===== src/rtl/txsel_pkg.sv =====
package txsel_pkg;

    // Word offset inside one buffer's region of the memory.
    localparam int WORD_OFF_W = 2;
    localparam logic [WORD_OFF_W-1:0] OFF_META0 = 2'd0;
    localparam logic [WORD_OFF_W-1:0] OFF_META1 = 2'd1;
    localparam logic [WORD_OFF_W-1:0] OFF_STAMP = 2'd2;

    typedef enum logic [2:0] {
        ST_IDLE,
        ST_ADDR,
        ST_META0,
        ST_META1,
        ST_STAMP,
        ST_HOLD
    } ld_state_t;

endpackage


===== src/rtl/txsel_prio_dec.sv =====
module txsel_prio_dec #(
    parameter int NUM_BUFS = 4,
    parameter int PRIO_W   = 3,
    parameter int IDX_W    = 2
) (
    input  logic [NUM_BUFS-1:0]        buf_ready,
    input  logic [NUM_BUFS*PRIO_W-1:0] buf_prio,
    input  logic [NUM_BUFS-1:0]        sw_abort,
    input  logic [NUM_BUFS-1:0]        hw_abort,
    output logic                       sel_avail,
    output logic [IDX_W-1:0]           sel_idx
);

    logic [NUM_BUFS-1:0] elig;
    logic [PRIO_W-1:0]   prio_arr [NUM_BUFS];
    logic [PRIO_W-1:0]   best_prio;

    // Per-buffer eligibility and priority unpacking.
    for (genvar g = 0; g < NUM_BUFS; g++) begin : g_buf
        assign elig[g]     = buf_ready[g] & ~sw_abort[g] & ~hw_abort[g];
        assign prio_arr[g] = buf_prio[g*PRIO_W +: PRIO_W];
    end

    // Strictly-greater comparison keeps the lowest index on a tie.
    always_comb begin
        sel_avail = 1'b0;
        sel_idx   = '0;
        best_prio = '0;
        for (int i = 0; i < NUM_BUFS; i++) begin
            if (elig[i] && (!sel_avail || (prio_arr[i] > best_prio))) begin
                sel_avail = 1'b1;
                sel_idx   = IDX_W'(i);
                best_prio = prio_arr[i];
            end
        end
    end

endmodule


===== src/rtl/txsel_load_fsm.sv =====
module txsel_load_fsm
    import txsel_pkg::*;
#(
    parameter int IDX_W = 2
) (
    input  logic             clk,
    input  logic             rst,
    input  logic             sel_avail,
    input  logic [IDX_W-1:0] sel_idx,
    input  logic             out_ack,
    output ld_state_t        state_q,
    output logic [IDX_W-1:0] lat_idx_q,
    output logic             go_start,
    output logic             go_adv
);

    ld_state_t state_d;
    logic      loading;
    logic      match;

    // Transition decode.
    always_comb begin
        loading  = (state_q == ST_ADDR)  || (state_q == ST_META0) ||
                   (state_q == ST_META1) || (state_q == ST_STAMP);
        match    = sel_avail && (sel_idx == lat_idx_q);
        go_start = sel_avail && ((state_q == ST_IDLE) || (loading && !match));
        go_adv   = loading && match;

        state_d = state_q;
        unique case (state_q)
            ST_IDLE:  if (go_start) state_d = ST_ADDR;
            ST_ADDR:  state_d = go_adv ? ST_META0 : (go_start ? ST_ADDR : ST_IDLE);
            ST_META0: state_d = go_adv ? ST_META1 : (go_start ? ST_ADDR : ST_IDLE);
            ST_META1: state_d = go_adv ? ST_STAMP : (go_start ? ST_ADDR : ST_IDLE);
            ST_STAMP: state_d = go_adv ? ST_HOLD  : (go_start ? ST_ADDR : ST_IDLE);
            ST_HOLD:  if (out_ack) state_d = ST_IDLE;
            default:  state_d = ST_IDLE;
        endcase
    end

    // State register and latched selection.
    always_ff @(posedge clk) begin
        if (rst) begin
            state_q   <= ST_IDLE;
            lat_idx_q <= '0;
        end else begin
            state_q <= state_d;
            if (go_start) lat_idx_q <= sel_idx;
        end
    end

endmodule


===== src/rtl/txsel_word_regs.sv =====
module txsel_word_regs
    import txsel_pkg::*;
#(
    parameter int IDX_W  = 2,
    parameter int DATA_W = 32,
    parameter int ADDR_W = IDX_W + WORD_OFF_W
) (
    input  logic              clk,
    input  logic              rst,
    input  ld_state_t         state_q,
    input  logic              go_start,
    input  logic              go_adv,
    input  logic [IDX_W-1:0]  sel_idx,
    input  logic [IDX_W-1:0]  lat_idx,
    input  logic [DATA_W-1:0] mem_rdata,
    output logic [ADDR_W-1:0] mem_addr,
    output logic              out_valid,
    output logic [IDX_W-1:0]  out_idx,
    output logic [DATA_W-1:0] out_meta0,
    output logic [DATA_W-1:0] out_meta1,
    output logic [DATA_W-1:0] out_stamp
);

    logic [DATA_W-1:0] sh_meta0;
    logic [DATA_W-1:0] sh_meta1;

    // Address is always the address for the state after next.
    always_ff @(posedge clk) begin
        if (rst) begin
            mem_addr  <= '0;
            sh_meta0  <= '0;
            sh_meta1  <= '0;
            out_valid <= 1'b0;
            out_idx   <= '0;
            out_meta0 <= '0;
            out_meta1 <= '0;
            out_stamp <= '0;
        end else begin
            out_valid <= 1'b0;
            if (go_start) begin
                mem_addr <= {sel_idx, OFF_META0};
            end else if (go_adv) begin
                case (state_q)
                    ST_ADDR: begin
                        mem_addr <= {lat_idx, OFF_META1};
                    end
                    ST_META0: begin
                        mem_addr <= {lat_idx, OFF_STAMP};
                        sh_meta0 <= mem_rdata;
                    end
                    ST_META1: begin
                        sh_meta1 <= mem_rdata;
                    end
                    ST_STAMP: begin
                        out_valid <= 1'b1;
                        out_idx   <= lat_idx;
                        out_meta0 <= sh_meta0;
                        out_meta1 <= sh_meta1;
                        out_stamp <= mem_rdata;
                    end
                    default: ;
                endcase
            end
        end
    end

endmodule


===== src/rtl/txsel_loader.sv =====
module txsel_loader
    import txsel_pkg::*;
#(
    parameter int NUM_BUFS = 4,
    parameter int PRIO_W   = 3,
    parameter int DATA_W   = 32,
    parameter int IDX_W    = $clog2(NUM_BUFS),
    parameter int ADDR_W   = IDX_W + WORD_OFF_W
) (
    input  logic                       clk,
    input  logic                       rst,
    input  logic [NUM_BUFS-1:0]        buf_ready,
    input  logic [NUM_BUFS*PRIO_W-1:0] buf_prio,
    input  logic [NUM_BUFS-1:0]        sw_abort,
    input  logic [NUM_BUFS-1:0]        hw_abort,
    output logic [ADDR_W-1:0]          mem_addr,
    input  logic [DATA_W-1:0]          mem_rdata,
    input  logic                       out_ack,
    output logic                       out_valid,
    output logic [IDX_W-1:0]           out_idx,
    output logic [DATA_W-1:0]          out_meta0,
    output logic [DATA_W-1:0]          out_meta1,
    output logic [DATA_W-1:0]          out_stamp
);

    logic             sel_avail;
    logic [IDX_W-1:0] sel_idx;
    logic [IDX_W-1:0] lat_idx;
    logic             go_start;
    logic             go_adv;
    ld_state_t        st_q;

    txsel_prio_dec #(
        .NUM_BUFS (NUM_BUFS),
        .PRIO_W   (PRIO_W),
        .IDX_W    (IDX_W)
    ) u_dec (
        .buf_ready (buf_ready),
        .buf_prio  (buf_prio),
        .sw_abort  (sw_abort),
        .hw_abort  (hw_abort),
        .sel_avail (sel_avail),
        .sel_idx   (sel_idx)
    );

    txsel_load_fsm #(
        .IDX_W (IDX_W)
    ) u_fsm (
        .clk       (clk),
        .rst       (rst),
        .sel_avail (sel_avail),
        .sel_idx   (sel_idx),
        .out_ack   (out_ack),
        .state_q   (st_q),
        .lat_idx_q (lat_idx),
        .go_start  (go_start),
        .go_adv    (go_adv)
    );

    txsel_word_regs #(
        .IDX_W  (IDX_W),
        .DATA_W (DATA_W),
        .ADDR_W (ADDR_W)
    ) u_regs (
        .clk       (clk),
        .rst       (rst),
        .state_q   (st_q),
        .go_start  (go_start),
        .go_adv    (go_adv),
        .sel_idx   (sel_idx),
        .lat_idx   (lat_idx),
        .mem_rdata (mem_rdata),
        .mem_addr  (mem_addr),
        .out_valid (out_valid),
        .out_idx   (out_idx),
        .out_meta0 (out_meta0),
        .out_meta1 (out_meta1),
        .out_stamp (out_stamp)
    );

endmodule


===== config.mk =====
export PLATFORM = sky130hd
export DESIGN_NAME = txsel_loader
export DESIGN_NICKNAME = d
export VERILOG_FILES = /design/src/rtl/txsel_pkg.sv /design/src/rtl/txsel_prio_dec.sv /design/src/rtl/txsel_load_fsm.sv /design/src/rtl/txsel_word_regs.sv /design/src/rtl/txsel_loader.sv
export SDC_FILE = /design/constraint.sdc
export NUM_CORES = 1
export LEC_CHECK = 0
export ABC_AREA = 1
export BUFFER_PORTS_ARGS = -buffer_cell sky130_fd_sc_hd__buf_2
export CAP_MARGIN = 20
export CORE_MARGIN = 2
export CORE_UTILIZATION = 35
export CTS_CLUSTER_SIZE = 16
export DETAILED_ROUTE_END_ITERATION = 10
export GPL_ROUTABILITY_DRIVEN = 0
export SETUP_SLACK_MARGIN = 0.1
export SYNTH_ARGS = -nofsm -noshare
export SYNTH_HDL_FRONTEND = slang
export SYNTH_SLANG_ARGS = --single-unit

===== constraint.sdc =====
create_clock -name clk -period 10.84 [get_ports clk]
set_input_delay 1.084 -clock clk [delete_from_list [all_inputs] [get_ports clk]]
set_output_delay 1.084 -clock clk [all_outputs]
set_load 0.02 [all_outputs]

# Word-level counts from Yosys, hierarchy flattened

Cells that the tools add are included.

Word-level logic and storage cells: 92
Flip-flop bits (word level): 172

Reduce and logical (&&, ||, !) cells: 30
Mux-type cells: 22
Magnitude comparators: 3
Bitwise logic cells: 18
Eq/ne operators: 8

Operator list:

| operator             | number |
|---|---|
| $mux W3              | 9 |
| $pmux W3 S6          | 1 |
| $not A1 Y1           | 10 |
| $gt A3 B3 Y1         | 3 |
| $reduce_and A3 Y1    | 3 |
| $and A1 B1 Y1        | 8 |
| $mux W4              | 2 |
| $pmux W4 S2          | 1 |
| $logic_and A1 B1 Y1  | 7 |
| $logic_or A1 B1 Y1   | 7 |
| $mux W1              | 7 |
| $eq A3 B2 Y1 const B | 2 |
| $eq A3 B3 Y1 const B | 2 |
| $reduce_and A2 Y1    | 3 |
| $logic_not A1 Y1     | 4 |
| $mux W2              | 2 |
| $ne A2 B2 Y1 const B | 2 |
| $reduce_bool A2 Y1   | 2 |
| $eq A3 B1 Y1 const B | 1 |
| $logic_not A3 Y1     | 1 |
| $reduce_bool A3 Y1   | 1 |
| $reduce_or A3 Y1     | 1 |
| $eq A2 B2 Y1         | 1 |
| $reduce_or A2 Y1     | 1 |

# Longest topological paths before layout

Gate-level depths: netlist of run 1.

Depth after elaboration: 25
Depth in mapped cells: 37
Depth with buffers taken out: 37

# Hierarchy

Synthesis of run 1 repeated with hierarchy kept, for this count alone.

Cell total of the unflattened synthesis: 885
Area total of the unflattened synthesis: 6652.6 um^2

By module, submodules not included:

| module          | cells an instance | area an instance (um^2) | times used |
|---|---|---|---|
| txsel_word_regs | 748               | 5846.9                  | 1 |
| txsel_prio_dec  | 79                | 464.2                   | 1 |
| txsel_load_fsm  | 58                | 341.6                   | 1 |

# Worst setup path after synthesis of run 1

Ideal clock, no wire load.

Path type: input-to-reg
Start: in buf_ready[0]
End: reg u_regs.out_meta0[15]
Setup slack: 6004 ps
Setup time: 116 ps
Buffers on the path: 2
Arrival: 4721 ps
Stages on the path: 35
Cell sequence: inv_1 -> nor2_2 -> nand2_2 -> inv_1 -> nand2_1 -> ha_1 -> nand3_1 -> nand2_1 -> nand2_1 -> a21oi_1 -> inv_1 -> o21ai_0 -> ha_1 -> a21oi_1 -> nand2_1 -> nand2_1 -> nand2_2 -> nand2_4 -> nand2_1 -> o21ai_0 -> ha_1 -> a21oi_1 -> nand2_1 -> nand2_1 -> nand2_1 -> nand2_2 -> nand2_2 -> nand2_1 -> nand3_2 -> nor2_4 -> nand2_4 -> buf_6 -> clkbuf_1 -> o21ai_0 -> nor2_1

Word-level cells in the longest chain between the ends: 23
Elaborated cells on any way between the ends: 33
Classes of those cells: order compare (3); eq/ne (1); mux (10); bitwise (3); reduce/logical (16)

RTL lines:

| what                                                    | line                  | RTL |
|---|---|---|
| from (decl)                                             | txsel_loader.sv:12    | `input logic [NUM_BUFS-1:0] buf_ready,` |
| $and A1 B1 Y1 (*) (2 in a row)                          | txsel_prio_dec.sv:20  | `assign elig[g] = buf_ready[g] & ~sw_abort[g] & ~hw_abort[g];` |
| $mux W3 / $mux W1 (equally long branches)               | txsel_prio_dec.sv:30  | `if (elig[i] && (!sel_avail \|\| (prio_arr[i] > best_prio))) begin` |
| $gt A3 B3 Y1 / $logic_not A1 Y1 (equally long branches) | txsel_prio_dec.sv:30  |  |
| $logic_or A1 B1 Y1                                      | txsel_prio_dec.sv:30  |  |
| $logic_and A1 B1 Y1                                     | txsel_prio_dec.sv:30  |  |
| $mux W3 / $mux W1 (equally long branches)               | txsel_prio_dec.sv:30  |  |
| $gt A3 B3 Y1 / $logic_not A1 Y1 (equally long branches) | txsel_prio_dec.sv:30  |  |
| $logic_or A1 B1 Y1                                      | txsel_prio_dec.sv:30  |  |
| [6 not listed]                                          | n/a                   |  |
| $eq A2 B2 Y1                                            | txsel_load_fsm.sv:25  | `match = sel_avail && (sel_idx == lat_idx_q);` |
| $logic_and A1 B1 Y1                                     | txsel_load_fsm.sv:25  |  |
| $logic_not A1 Y1                                        | txsel_load_fsm.sv:26  | `go_start = sel_avail && ((state_q == ST_IDLE) \|\| (loading && !match));` |
| $logic_and A1 B1 Y1                                     | txsel_load_fsm.sv:26  |  |
| $logic_or A1 B1 Y1                                      | txsel_load_fsm.sv:26  |  |
| $logic_and A1 B1 Y1                                     | txsel_load_fsm.sv:26  |  |
| $not A1 Y1 (no line)                                    | n/a                   |  |
| $reduce_and A3 Y1 (no line) (*)                         | n/a                   |  |
| to (signal assigned)                                    | txsel_word_regs.sv:57 | `out_meta0 <= sh_meta0;` |
| to (decl)                                               | txsel_word_regs.sv:19 | `output logic [DATA_W-1:0] out_meta0,` |

Mark *: on every way between the ends. The rest lies on a longest branch, timed or not.
A chain may end at the register's enable or synchronous reset.

# Final worst setup path of run 1

Start: in sw_abort[0]
End: reg u_regs.out_idx[1]

Word-level cells in the longest chain between the ends: 24
Elaborated cells on any way between the ends: 34
Classes of those cells: order compare (3); eq/ne (1); mux (10); bitwise (4); reduce/logical (16)

RTL lines:

| what                                                    | line                  | RTL |
|---|---|---|
| from (decl)                                             | txsel_loader.sv:14    | `input logic [NUM_BUFS-1:0] sw_abort,` |
| $not A1 Y1 (*)                                          | txsel_prio_dec.sv:20  |  |
| $and A1 B1 Y1 (*) (2 in a row)                          | txsel_prio_dec.sv:20  |  |
| $mux W3 / $mux W1 (equally long branches)               | txsel_prio_dec.sv:30  |  |
| $gt A3 B3 Y1 / $logic_not A1 Y1 (equally long branches) | txsel_prio_dec.sv:30  |  |
| $logic_or A1 B1 Y1                                      | txsel_prio_dec.sv:30  |  |
| $logic_and A1 B1 Y1                                     | txsel_prio_dec.sv:30  |  |
| $mux W3 / $mux W1 (equally long branches)               | txsel_prio_dec.sv:30  |  |
| $gt A3 B3 Y1 / $logic_not A1 Y1 (equally long branches) | txsel_prio_dec.sv:30  |  |
| [7 not listed]                                          | n/a                   |  |
| $eq A2 B2 Y1                                            | txsel_load_fsm.sv:25  |  |
| $logic_and A1 B1 Y1                                     | txsel_load_fsm.sv:25  |  |
| $logic_not A1 Y1                                        | txsel_load_fsm.sv:26  |  |
| $logic_and A1 B1 Y1                                     | txsel_load_fsm.sv:26  |  |
| $logic_or A1 B1 Y1                                      | txsel_load_fsm.sv:26  |  |
| $logic_and A1 B1 Y1                                     | txsel_load_fsm.sv:26  |  |
| $not A1 Y1 (no line)                                    | n/a                   |  |
| $reduce_and A3 Y1 (no line) (*)                         | n/a                   |  |
| to (signal assigned)                                    | txsel_word_regs.sv:56 | `out_idx <= lat_idx;` |
| to (decl)                                               | txsel_word_regs.sv:18 | `output logic [IDX_W-1:0] out_idx,` |

Marked as above.

==> flow_summary.toml, run 1 <==
[min_path]
worstHoldPathType = "flop to flop"
worstHoldPathCells = 2

[global_routing]
grt_max_degree = 139
number_of_antenna_violations_at_the_first_check_in_global_routing = 0
gr-usage-all-layers = 0.158
grt.overflow.total = 0
grt_pass1_wl_um = 25100
grt_pass1_vias = 4967

[clock_network]
cts_root_buf = "sky130_fd_sc_hd__clkbuf_16"
clkSlewWorstSetupHoldPaths_ps = 60
worstSkewPairLatency_ps = 420
postCtsSetupBuffers = 0
htree_num_levels = 4
cts_hold_buf = 0
cts.sink_count = 172
clockBufferDepth = 2
cts_tree = "built"
cts-resized-gates = 0
cts_buffers = 17

[setup_path]
worstPathRequired_ps = 11130
crit_cells = 34
start_kind = "input pin"
kind_of_capture_point_of_the_worst_setup_path = "flop"
critPathBufInv = 5
critical-path-slowest-cell = "sky130_fd_sc_hd__clkinv_2"
critical_path.max_fanout = 98
cpMostUsedCell = "sky130_fd_sc_hd__nand2_1"
critPathMaxStageDelay_ps = 760
path_delay_family = "simple AND/OR/NAND/NOR gates"
setup.worst_path.class = "input pin to flop"
reg2reg_depth = 9
timing.critical_path.arrival_ps = 6820

[synth]
syn-cell-area_sq_mm = 0.00650
synth.net_count = 915
post_synthesis_instance_total = 847
synth_compound_gate_area_share = 0.143
synth-adder-area-share = 0.0173
yosys_warnings = 0
synth_top_area_cells = "sky130_fd_sc_hd__dfxtp_1, sky130_fd_sc_hd__nor2_1, sky130_fd_sc_hd__o21ai_0"
mux_contribution_to_synthesized_area = 0
synth.lib_cells_used.distinct = 27
synthTopCellsByCount = "sky130_fd_sc_hd__nor2_1, sky130_fd_sc_hd__dfxtp_1, sky130_fd_sc_hd__o21ai_0"
edff_count_synth = 0
synth_top_family_by_area = "simple AND/OR/NAND/NOR gates"
synthesized_area_divided_by_synthesized_cell_count_sq_um = 7.67
synth_top_flop_cell = "sky130_fd_sc_hd__dfxtp_1"
synth_async_sr_flop_share = 0
synth.top_cell.area_share = 0.530
yosys.area_share.simple = 0.249
synthDominantAreaCellType = "sky130_fd_sc_hd__dfxtp_1"
postSynthRegisterBits = 172
yosysMostFrequentCell = "sky130_fd_sc_hd__nor2_1"
synth.yosys.seq_area_share = 0.530
synthXorXnorAreaFrac = 0

[placed_design]
place.port_buffers = 161
place_hpwl_um = 9840
dpl-instance-area_sq_mm = 0.00736
place_ws_ps = 3820

[pwr]
comb_power_share = 0.054
power.share.clock = 0.478
power.leakage_nw = 3.55
power_report.internal_total_mw = 1.06
totalPowerFinal_mw = 1.36
peak_supply_drop_mv = 0.102
power.density_cell_area_mw_per_mm2 = 170
seqPwrFrac = 0.468
power.share.switching = 0.223
switchingPower_mw = 0.303

[sta]
fmaxAchievable_mhz = 153
period_needed_ps = 6530
postLayoutSetupSlackWorst_ps = 4310
finalCritPeriodShare = 0.602
fin_skew_ps = 11.7
slew_viol_final = 0
worst_slew_margin_rel = 0.371
setup_repair_after_global_routing_missed_its_margin = "no"
setup_violations = 0
worst_pin_slew_ps = 943
timing_hold_violations_final = 0
totalNegativeSetupSlack_ps = 0

[final_layout]
post_route_cells_drive_above_1_share = 0.215
final_core_util = 0.443
n_antenna_cell = 0
fin_nets = 1050
areaGrowthSynthToFinish_pct = 23.3
post_route_cell_area_sq_mm = 0.00801

[routing]
postRouteAntennaNets = 0
initialDrtViolationCount = 233
drt_first_pass_iters = 7
route.detailed.drc = 0
dr_total_vias = 5672
route.detailed.vias_per_inst = 4.63
avgRoutedWirePerCell_um = 12.7
postRouteWirelength_um = 15600

[outcome]
status = "finished, final reports clean"

[die]
dieHeight_um = 140
placement_row_count = 49
die_span_in_x_um = 140
initial_core_util = 0.359
ioPinCount = 162
core_sq_mm = 0.0181
dieArea_sq_mm = 0.0197

[flow_run]
timing.max_cap.violations = 0
[sequential cells by signal, summed over array words and instances (netlist names)]
| signal | flops |
|---|---|
| u_regs.mem_addr | 4 |
| u_regs.out_meta0 | 32 |
| u_regs.out_stamp | 32 |
| u_fsm.state_q | 3 |
| u_regs.sh_meta1 | 32 |
| u_regs.out_meta1 | 32 |
| u_regs.out_idx | 2 |
| u_fsm.lat_idx_q | 2 |
| u_regs.out_valid | 1 |
| u_regs.sh_meta0 | 32 |
[final timing paths]
kind | startpoint | slack, ps | end
hold reg to reg | u_regs.out_meta1[23] | 470 | u_regs.out_meta1[23]
setup / recovery | sw_abort[0] | 4310 | u_regs.out_idx[1]
hold / removal | u_regs.out_meta1[23] | 470 | u_regs.out_meta1[23]
setup reg to reg | u_fsm.lat_idx_q[1] | 7650 | u_regs.out_idx[1]
[area by class of cell]
cell class / instances / area (sq um)
Tap cell: 229 / 287
Timing Repair Buffer: 166 / 876
Clock buffer: 20 / 447
Fill cell: 1884 / 10100
Sequential cell: 172 / 3440
Multi-Input combinational cell: 596 / 2660
Clock inverter: 12 / 188
Inverter: 29 / 113
[logic make-up (layout without fill, tap and decap cells)]
| group | Yosys count | after routing |
|---|---|---|
| adder cells (fa/ha/maj) | 9 | 9 |
| flip-flops | 172 | 172 |
| AO/OA/AOI/OAI | 185 | 185 |
| buffers and inverters | 79 | 227 |
| AND/OR/NAND/NOR | 402 | 402 |
[layout by cell type (no fill, tap or decap), types with 3 or more instances in the layout]
cell type,count
sky130_fd_sc_hd__nand3_1,11
sky130_fd_sc_hd__inv_1,26
sky130_fd_sc_hd__a21oi_1,14
sky130_fd_sc_hd__buf_4,3
sky130_fd_sc_hd__nor2_1,329
sky130_fd_sc_hd__nor3_1,3
sky130_fd_sc_hd__clkbuf_16,17
sky130_fd_sc_hd__buf_2,161
sky130_fd_sc_hd__bufinv_16,4
sky130_fd_sc_hd__o21ai_1,3
sky130_fd_sc_hd__nand2_2,7
sky130_fd_sc_hd__ha_1,9
sky130_fd_sc_hd__nand3b_1,3
sky130_fd_sc_hd__nand2_1,40
sky130_fd_sc_hd__dfxtp_1,172
sky130_fd_sc_hd__o21ai_0,166
sky130_fd_sc_hd__clkinv_4,4
[worst register-to-register path, cell delays in order (launching register included)]
cell,delay [ps]
sky130_fd_sc_hd__dfxtp_1,330
sky130_fd_sc_hd__inv_1,100
sky130_fd_sc_hd__nand2_1,80
sky130_fd_sc_hd__nand3_2,90
sky130_fd_sc_hd__nor2_4,70
sky130_fd_sc_hd__nand2_4,640
sky130_fd_sc_hd__clkinv_2,850
sky130_fd_sc_hd__buf_4,550
sky130_fd_sc_hd__o21ai_0,290
sky130_fd_sc_hd__a21oi_1,50
[layer usage]
layer	global-route usage	routed length, um
met2	0.245	7050
met4	0.0473	156
met1	0.216	7650
met3	0.0410	749
met5	0	0
[power by group through the flow]
stage / clock network (mW) / logic (mW) / registers (mW)
floorplan: 0 / 0.0472 / 0.652
global placement: 0 / 0.0727 / 0.652
detailed placement: 0 / 0.0733 / 0.652
CTS: 0.667 / 0.0735 / 0.638
global route: 0.694 / 0.0842 / 0.638
finish: 0.651 / 0.0732 / 0.638
[through the flow]
step                hold slack [ps]  instances
finish                          473       1224
global route                    491       1224
CTS                             476       1223
detailed placement              466       1191
global placement                456       1190
floorplan                       450        847
Note: power is estimated with default switching activity, not from simulation.
==> run 2: changes to the inputs <==
clock period = 5.5 ns   (was 10.84 ns; I/O delays follow)
==> flow_summary.toml, run 2 (synthesis gave the netlist of run 1 again) <==
[outcome]
status = "finished, final reports clean"

[final_layout]
fin_cells = 1230
n_antenna_cell = 0
commonest_cells_after_routing_fill_and_taps_aside = "sky130_fd_sc_hd__nor2_1, sky130_fd_sc_hd__dfxtp_1, sky130_fd_sc_hd__o21ai_0, sky130_fd_sc_hd__buf_2, sky130_fd_sc_hd__nand2_1"
final_core_util = 0.444
fillerInstances = 1893
multiInputGateArea_sq_mm = 0.00266
area.sequential_sq_mm = 0.00344
final_common_cell = "sky130_fd_sc_hd__nor2_1"
fin_nets = 1056
areaGrowthSynthToFinish_pct = 23.7
post_route_cells_drive_above_1_share = 0.222

[setup_path]
crit-reg2reg-launch = "u_fsm.lat_idx_q[0]"
crit-reg2reg-capture = "u_regs.out_stamp[9]"
critPathMaxStageDelay_ps = 320
reg2reg_depth = 9
timing.critical_path.arrival_ps = 4980
worst-r2r-setup-slack_ps = 3680
cpMostUsedCell = "sky130_fd_sc_hd__nand2_1"
kind_of_capture_point_of_the_worst_setup_path = "flop"
worstPathRequired_ps = 5850
critical-path-slowest-cell = "sky130_fd_sc_hd__ha_1"
start_kind = "input pin"
critical_path.max_fanout = 40
setup.worst_path.class = "input pin to flop"

[global_routing]
grt.overflow.total = 0
grt_pass1_wl_um = 25500
number_of_antenna_violations_at_the_first_check_in_global_routing = 0
grt_max_degree = 103
grt_pass1_vias = 5103
gr-usage-all-layers = 0.161

[clock_network]
postCtsSetupBuffers = 0
htree_num_levels = 4
worstSkewPairLatency_ps = 420
cts_root_buf = "sky130_fd_sc_hd__clkbuf_16"
clkSlewWorstSetupHoldPaths_ps = 70
cts_tree = "built"
cts_buffers = 17
cts_hold_buf = 0
clockBufferDepth = 2
cts.sink_count = 172
cts-resized-gates = 0

[sta]
period_needed_ps = 4620
setup_violations = 0
totalNegativeSetupSlack_ps = 0
slew_viol_final = 0
postLayoutSetupSlackWorst_ps = 876
fin_skew_ps = 9.76
worst_slew_margin_rel = 0.441
setup_repair_after_global_routing_missed_its_margin = "no"
worst_pin_slew_ps = 839
finalCritPeriodShare = 0.841
fmaxAchievable_mhz = 216
timing_hold_violations_final = 0

[pwr]
totalPowerFinal_mw = 2.63
power.leakage_nw = 3.56
peak_supply_drop_mv = 0.209
power.density_cell_area_mw_per_mm2 = 327

[routing]
route.detailed.drc = 0
postRouteAntennaNets = 0
postRouteWirelength_um = 15900
initialDrtViolationCount = 250
drt_first_pass_iters = 4
avgRoutedWirePerCell_um = 12.9
dr_total_vias = 5677
route.detailed.vias_per_inst = 4.62

[die]
dieHeight_um = 140
die_span_in_x_um = 140
initial_core_util = 0.359
core_sq_mm = 0.0181
ioPinCount = 162
placement_row_count = 49
dieArea_sq_mm = 0.0197

[placed_design]
dp_cells = 1198
place_hpwl_um = 10200
place_ws_ps = 393
place.port_buffers = 161

[min_path]
worst_hold_startpoint = "rst"
worstHoldPathType = "input pin to flop"
worstHoldPathCells = 2
hold_end = "u_fsm.state_q[0]"

[flow_run]
timing.max_cap.violations = 0
==> run 2: cell count changes in the layout (fill, tap and decap cells not counted), sizes merged <==
cell	before	now
clkinvlp	1	3
buf	166	172
clkinv	6	5
bufinv	4	2
clkbuf	20	21
==> run 2: power breakdown <==
part           switching (mW)  leakage [nW]  internal [mW]
clock network           0.507         0.292          0.722
logic                  0.0897          1.89         0.0540
registers             0.00428          1.39           1.25
total                   0.601          3.56           2.03
==> run 2: metrics by stage <==
step / instance area [sq um] / hold slack, ps
after floorplan: 6500 / 450
after detailed placement: 7430 / 461
after global placement: 7430 / 446
final: 8040 / 409
after CTS: 8040 / 392
after global routing: 8040 / 403
==> run 2: critical path, delay by kind of cell <==
family,cells,cell delay [ps]
compound gates,5,800
fa+ha+maj,3,910
buf+inv,5,880
simple gates,22,1830
==> run 2: layout make-up <==
class                      count  share of cell area
sequential                   172               0.428
multi-input combinational    596               0.331
timing repair buffer         172               0.115
clock buffer                  21              0.0598
tap                          229              0.0356
clock inverter                11              0.0163
inverter                      29              0.0140
==> run 2: how the worst max path moves through the flow <==
stage	slack, ps	to	start	depth (start not counted)
6_report	880	u_regs.out_stamp[9]	sw_abort[0]	35
5_1_grt	280	u_regs.out_meta0[12]	buf_ready[0]	36
4_1_cts	830	u_regs.out_stamp[9]	sw_abort[0]	35
3_5_place_dp	390	u_regs.out_stamp[9]	sw_abort[0]	35
3_3_place_gp	570	u_regs.out_meta1[19]	sw_abort[0]	35
2_1_floorplan	1200	u_regs.out_meta0[15]	buf_ready[0]	35
==> run 2: metal layers <==
metal	share of wire	vias up	routed length, um	global-route usage
li1	-	2996	-	-
met1	0.49	2554	7740	0.209
met2	0.46	115	7260	0.265
met3	0.043	12	678	0.0383
met4	0.011	0	180	0.0510
met5	0	-	0	0
